===== config.mk =====
export PLATFORM = sky130hd
export DESIGN_NAME = sysbus_master
export DESIGN_NICKNAME = d
export VERILOG_FILES = /design/src/rtl/sbm_pkg.sv /design/src/rtl/sbm_hold.sv /design/src/rtl/sbm_ctrl.sv /design/src/rtl/sbm_resp.sv /design/src/rtl/sysbus_master.sv
export SDC_FILE = /design/constraint.sdc
export NUM_CORES = 1
export LEC_CHECK = 0
export ABC_AREA = 1
export BUFFER_PORTS_ARGS = -buffer_cell sky130_fd_sc_hd__buf_2
export CAP_MARGIN = 20
export CORE_ASPECT_RATIO = 0.9
export CORE_MARGIN = 10
export CORE_UTILIZATION = 44
export DETAILED_ROUTE_END_ITERATION = 10
export HOLD_SLACK_MARGIN = 0.03
export PLACE_DENSITY = 0.89
export SLEW_MARGIN = 20
export SYNTH_ARGS = -nofsm -noshare
export SYNTH_HDL_FRONTEND = slang
export SYNTH_SLANG_ARGS = --single-unit

===== constraint.sdc =====
create_clock -name clk -period 3.5 [get_ports clk]
set_input_delay 0.175 -clock clk [delete_from_list [all_inputs] [get_ports clk]]
set_output_delay 0.175 -clock clk [all_outputs]
set_load 0.005 [all_outputs]

===== src/rtl/sbm_pkg.sv =====
package sbm_pkg;
  typedef enum logic [1:0] {
    PH_IDLE = 2'd0,
    PH_ADDR = 2'd1,
    PH_DATA = 2'd2,
    PH_GAP  = 2'd3
  } phase_e;

  localparam logic [1:0] TRN_ADDR_ONLY = 2'b00;
  localparam logic [1:0] TRN_NONSEQ    = 2'b10;
  localparam logic [1:0] TRN_SEQ       = 2'b11;

  localparam logic [1:0] SZ_BYTE = 2'b00;
  localparam logic [1:0] SZ_WORD = 2'b10;

  localparam logic [1:0] PROT_PRIV_DATA = 2'b01;
endpackage


===== src/rtl/sbm_hold.sv =====
module sbm_hold #(
  parameter int ADDR_W = 32,
  parameter int DATA_W = 32
) (
  input  logic              clk,
  input  logic              rst_n,
  input  logic              load,
  input  logic [ADDR_W-1:0] in_addr,
  input  logic              in_write,
  input  logic              in_word,
  input  logic              in_lock,
  input  logic [DATA_W-1:0] in_wdata,
  output logic [ADDR_W-1:0] out_addr,
  output logic              out_write,
  output logic [1:0]        out_size,
  output logic              out_lock,
  output logic [DATA_W-1:0] out_wdata
);
  import sbm_pkg::*;

  // Attribute registers only change at acceptance, so they stay
  // stable through wait states and retracts.
  always_ff @(posedge clk or negedge rst_n) begin
    if (!rst_n) begin
      out_addr  <= '0;
      out_write <= 1'b0;
      out_size  <= SZ_BYTE;
      out_lock  <= 1'b0;
      out_wdata <= '0;
    end else if (load) begin
      out_addr  <= in_addr;
      out_write <= in_write;
      out_size  <= in_word ? SZ_WORD : SZ_BYTE;
      out_lock  <= in_lock;
      out_wdata <= in_wdata;
    end
  end
endmodule


===== src/rtl/sbm_ctrl.sv =====
module sbm_ctrl (
  input  logic           clk,
  input  logic           rst_n,
  input  logic           req_valid,
  input  logic           held_write,
  input  logic           grant,
  input  logic           slv_wait,
  input  logic           slv_error,
  input  logic           slv_last,
  output logic           req_ready,
  output logic           load,
  output logic           complete,
  output logic [1:0]     trans,
  output logic           wdata_en,
  output sbm_pkg::phase_e phase
);
  import sbm_pkg::*;

  phase_e nxt;
  logic   retract;

  assign req_ready = (phase == PH_IDLE);
  assign load      = req_ready && req_valid;
  assign retract   = (phase == PH_DATA) && !slv_wait && slv_error && slv_last;
  assign complete  = (phase == PH_DATA) && !slv_wait && !(slv_error && slv_last);

  always_comb begin
    nxt = phase;
    unique case (phase)
      PH_IDLE: if (load) nxt = PH_ADDR;
      PH_ADDR: if (grant && !slv_wait) nxt = PH_DATA;
      PH_DATA: begin
        if (retract)       nxt = PH_ADDR;
        else if (complete) nxt = slv_last ? PH_GAP : PH_IDLE;
      end
      PH_GAP:  nxt = PH_IDLE;
      default: nxt = PH_IDLE;
    endcase
  end

  always_ff @(posedge clk or negedge rst_n) begin
    if (!rst_n) begin
      phase    <= PH_IDLE;
      trans    <= TRN_ADDR_ONLY;
      wdata_en <= 1'b0;
    end else begin
      phase    <= nxt;
      trans    <= (nxt == PH_ADDR) ? TRN_SEQ : TRN_ADDR_ONLY;
      wdata_en <= (nxt == PH_DATA) && held_write;
    end
  end
endmodule


===== src/rtl/sbm_resp.sv =====
module sbm_resp #(
  parameter int DATA_W = 32
) (
  input  logic              clk,
  input  logic              rst_n,
  input  logic              complete,
  input  logic              slv_error,
  input  logic [DATA_W-1:0] slv_rdata,
  output logic              rsp_valid,
  output logic              rsp_error,
  output logic [DATA_W-1:0] rsp_rdata
);
  always_ff @(posedge clk or negedge rst_n) begin
    if (!rst_n) begin
      rsp_valid <= 1'b0;
      rsp_error <= 1'b0;
      rsp_rdata <= '0;
    end else begin
      rsp_valid <= complete;
      rsp_error <= complete && slv_error;
      if (complete) rsp_rdata <= slv_rdata;
    end
  end
endmodule


===== src/rtl/sysbus_master.sv =====
module sysbus_master #(
  parameter int ADDR_W = 32,
  parameter int DATA_W = 32
) (
  input  logic              clk,
  input  logic              rst_n,
  input  logic              req_valid,
  output logic              req_ready,
  input  logic [ADDR_W-1:0] req_addr,
  input  logic              req_write,
  input  logic              req_word,
  input  logic              req_lock,
  input  logic [DATA_W-1:0] req_wdata,
  output logic              rsp_valid,
  output logic              rsp_error,
  output logic [DATA_W-1:0] rsp_rdata,
  output logic              bus_req,
  input  logic              bus_grant,
  output logic [ADDR_W-1:0] bus_addr,
  output logic              bus_write,
  output logic [1:0]        bus_size,
  output logic [1:0]        bus_trans,
  output logic [1:0]        bus_prot,
  output logic              bus_lock,
  output logic [DATA_W-1:0] bus_wdata,
  output logic              bus_wdata_en,
  input  logic [DATA_W-1:0] bus_rdata,
  input  logic              bus_wait,
  input  logic              bus_error,
  input  logic              bus_last
);
  import sbm_pkg::*;

  logic   load;
  logic   complete;
  phase_e phase;

  assign bus_req  = 1'b1;
  assign bus_prot = PROT_PRIV_DATA;

  sbm_hold #(.ADDR_W(ADDR_W), .DATA_W(DATA_W)) u_hold (
    .clk       (clk),
    .rst_n     (rst_n),
    .load      (load),
    .in_addr   (req_addr),
    .in_write  (req_write),
    .in_word   (req_word),
    .in_lock   (req_lock),
    .in_wdata  (req_wdata),
    .out_addr  (bus_addr),
    .out_write (bus_write),
    .out_size  (bus_size),
    .out_lock  (bus_lock),
    .out_wdata (bus_wdata)
  );

  sbm_ctrl u_ctrl (
    .clk        (clk),
    .rst_n      (rst_n),
    .req_valid  (req_valid),
    .held_write (bus_write),
    .grant      (bus_grant),
    .slv_wait   (bus_wait),
    .slv_error  (bus_error),
    .slv_last   (bus_last),
    .req_ready  (req_ready),
    .load       (load),
    .complete   (complete),
    .trans      (bus_trans),
    .wdata_en   (bus_wdata_en),
    .phase      (phase)
  );

  sbm_resp #(.DATA_W(DATA_W)) u_resp (
    .clk       (clk),
    .rst_n     (rst_n),
    .complete  (complete),
    .slv_error (bus_error),
    .slv_rdata (bus_rdata),
    .rsp_valid (rsp_valid),
    .rsp_error (rsp_error),
    .rsp_rdata (rsp_rdata)
  );
endmodule


==> results.json <==
{
  "tritoncts": "yes",
  "crit_start": "u_ctrl.phase[0]",
  "first_iter_violations": 402,
  "synth-compound-area-share_pct": 0.120,
  "powerDensity_nw_per_um2": 784,
  "r2r_slack_ns": 1.69,
  "routed_wl_um": 13400,
  "synth_top_family_by_area": "simple AND/OR/NAND/NOR gates",
  "period_share_pct": 54.1,
  "yosysWarnings": 0,
  "synth-seq-area-share_pct": 62.8,
  "io_buffers": 210,
  "io_pins": 215,
  "antenna_found_initial": 0,
  "setup_viol": 0,
  "globalplace.congestion": 0.816,
  "final_nets": 811,
  "ctsHoldBuffers": 43,
  "clk_path_buf_depth": 2,
  "drc": 0,
  "slew_viol_final": 0,
  "ys_top_cells_by_area": "dfrtp_1, nand2_1, nand3_1",
  "final_area_um2": 5890,
  "clock_latency_ns": 0.35,
  "ant_nets": 0,
  "fmax_mhz": 529,
  "r2r-start": "u_ctrl.phase[0]",
  "coreArea_um2": 9210,
  "relSlewSlack_pct": 36.6,
  "worstHoldPathType": "input pin to flip-flop",
  "grt_max_degree": 80,
  "worstPathRequired_ns": 3.32,
  "place_hpwl_um": 9070,
  "diodes": 0,
  "place_area_um2": 5230,
  "start_util_pct": 45.5,
  "critPathCaptureType": "primary output",
  "die-height_um": 113,
  "yosys.area_share.simple_pct": 31.4,
  "synth_xor_area_share_pct": 0,
  "drive_gt1_share_pct": 33.0,
  "p_leak_nw": 3.46,
  "synth_mux_area_share_pct": 0,
  "finClkSkew_ns": 0.00858,
  "numCtsBuffers": 9,
  "grt_pass1_wl_um": 21300,
  "cts_resized": 0,
  "status": "complete, no violations",
  "cts_sinks": 105,
  "cts_max_level": 3,
  "yosysUniqueCellTypes": 18,
  "crit_end": "req_ready",
  "yosys.area.top_type": "dfrtp_1",
  "synth.ff_latch_count": 105,
  "critPathLaunchType": "flip-flop",
  "postCtsSetupRepairBufs": 0,
  "clkSlewWorstSetupHoldPaths_ns": 0.10,
  "avgRoutedWirePerCell_um": 16.1,
  "clock-root-buffer": "clkbuf_8",
  "postSynthCellCount": 467,
  "worstSetupPathType": "flip-flop to primary output",
  "rsz0062_at_grt": "false",
  "syn_area_um2": 4190,
  "synth_top_cell_area_share_pct": 62.8,
  "fin_tns_setup_ns": 0,
  "synth_adder_area_share_pct": 0,
  "viasPerCell": 4.89,
  "syn_area_per_cell_um2": 8.96,
  "cp_max_fo": 68,
  "grt_use_total_pct": 19.0,
  "vdd_ir_drop_max_v": 0.000302,
  "overflow": 0,
  "drtPass1Iterations": 4,
  "area_delta_synth_final_pct": 40.6,
  "min_period_ns": 1.89,
  "reg2reg_depth": 7,
  "rows": 33,
  "vias": 4064,
  "dieArea_um2": 13800,
  "r2r_end": "u_ctrl.wdata_en",
  "tightestPinTransition_ns": 0.952,
  "grt_pass1_vias": 4144,
  "cap_violations": 0,
  "die-width_um": 123,
  "hold_violations": 0,
  "crit_arrival_ns": 1.72
}
==> cell families after synthesis <==
kind of cell	Yosys count
compound gates	1
buf+inv	41
flops	105
other cells	2
simple gates	318
==> metal layers <==
layer / GRT usage [%] / share of wire [%] / up-vias
met4: 5.97 / 2.5 / 0
met5: 0 / 0 / -
li1: - / - / 1915
met1: 22.4 / 39 / 1904
met2: 31.6 / 49 / 214
met3: 6.46 / 9.9 / 31
==> Yosys cell counts, drive strengths merged <==
master,number
a21oi,1
conb,2
nand3,71
nor2,5
buf,27
clkinv,1
clkbuf,6
inv,7
nand2,242
dfrtp,105
==> layout by cell type (no fill, tap or decap), types with 2 or more instances in the layout <==
| master | n |
|---|---|
| buf_2 | 209 |
| buf_4 | 5 |
| bufinv_16 | 2 |
| clkbuf_8 | 10 |
| conb_1 | 4 |
| dfrtp_1 | 105 |
| dlygate4sd3_1 | 44 |
| inv_1 | 6 |
| nand2_1 | 241 |
| nand3_1 | 70 |
| nor2_1 | 3 |
| nor2_4 | 2 |
==> worst min-delay path by stage <==
stage / startpoint / end / slack (ns) / cells past startpoint
2_1_floorplan: rst_n / u_ctrl.phase[0] / -0.12 / 0
3_3_place_gp: rst_n / u_resp.rsp_rdata[12] / 0.37 / 1
3_5_place_dp: bus_rdata[7] / u_resp.rsp_rdata[7] / 0.38 / 3
4_1_cts: req_wdata[23] / u_hold.out_wdata[23] / 0.03 / 3
5_1_grt: req_addr[3] / u_hold.out_addr[3] / 0.03 / 3
6_report: req_wdata[5] / u_hold.out_wdata[5] / 0.05 / 3
==> critical path, stage by stage (launching register included) <==
cell,delay (ns)
dfrtp_1,0.46
nor2_4,0.13
buf_4,0.54
buf_2,0.23
==> flip-flops by register name, indices dropped and copies added, names as in the netlist <==
signal / cells
u_ctrl.wdata_en: 1
u_hold.out_wdata: 32
u_hold.out_addr: 32
u_resp.rsp_rdata: 32
u_resp.rsp_valid: 1
u_hold.out_lock: 1
u_hold.out_write: 1
u_resp.rsp_error: 1
u_hold.out_size: 1
u_ctrl.trans: 1
u_ctrl.phase: 2
==> power by group <==
part / leakage [nW] / internal [mW] / total (mW) / switching (mW)
sequential: 1.31 / 1.77 / 2.08 / 0.315
clock: 0.106 / 0.422 / 0.811 / 0.389
combinational: 2.04 / 0.737 / 1.72 / 0.978
total: 3.46 / 2.93 / 4.61 / 1.68
==> per-stage QoR <==
stage / hold slack [ns] / std cells / util (%) / power (mW) / setup slack (ns)
5_1_grt: 0.0341 / 831 / 63.9 / 5.00 / 1.48
3_5_place_dp: 0.376 / 772 / 56.8 / 3.80 / 1.66
4_1_cts: 0.0302 / 830 / 63.8 / 4.65 / 1.58
2_1_floorplan: -0.121 / 469 / - / 2.92 / 2.35
3_3_place_gp: 0.370 / 772 / 56.8 / 3.70 / 1.76
6_report: 0.0482 / 831 / 63.9 / 4.61 / 1.61
==> final cells by class <==
class	count	area, µm²
well taps	122	153
inverters	8	31.3
clock inverters	4	76.3
fillers	735	3320
flip-flops and latches	105	2630
clock buffers	11	141
multi-input cells	323	1330
repair buffers	258	1520
(Power assumes the default switching activity.)
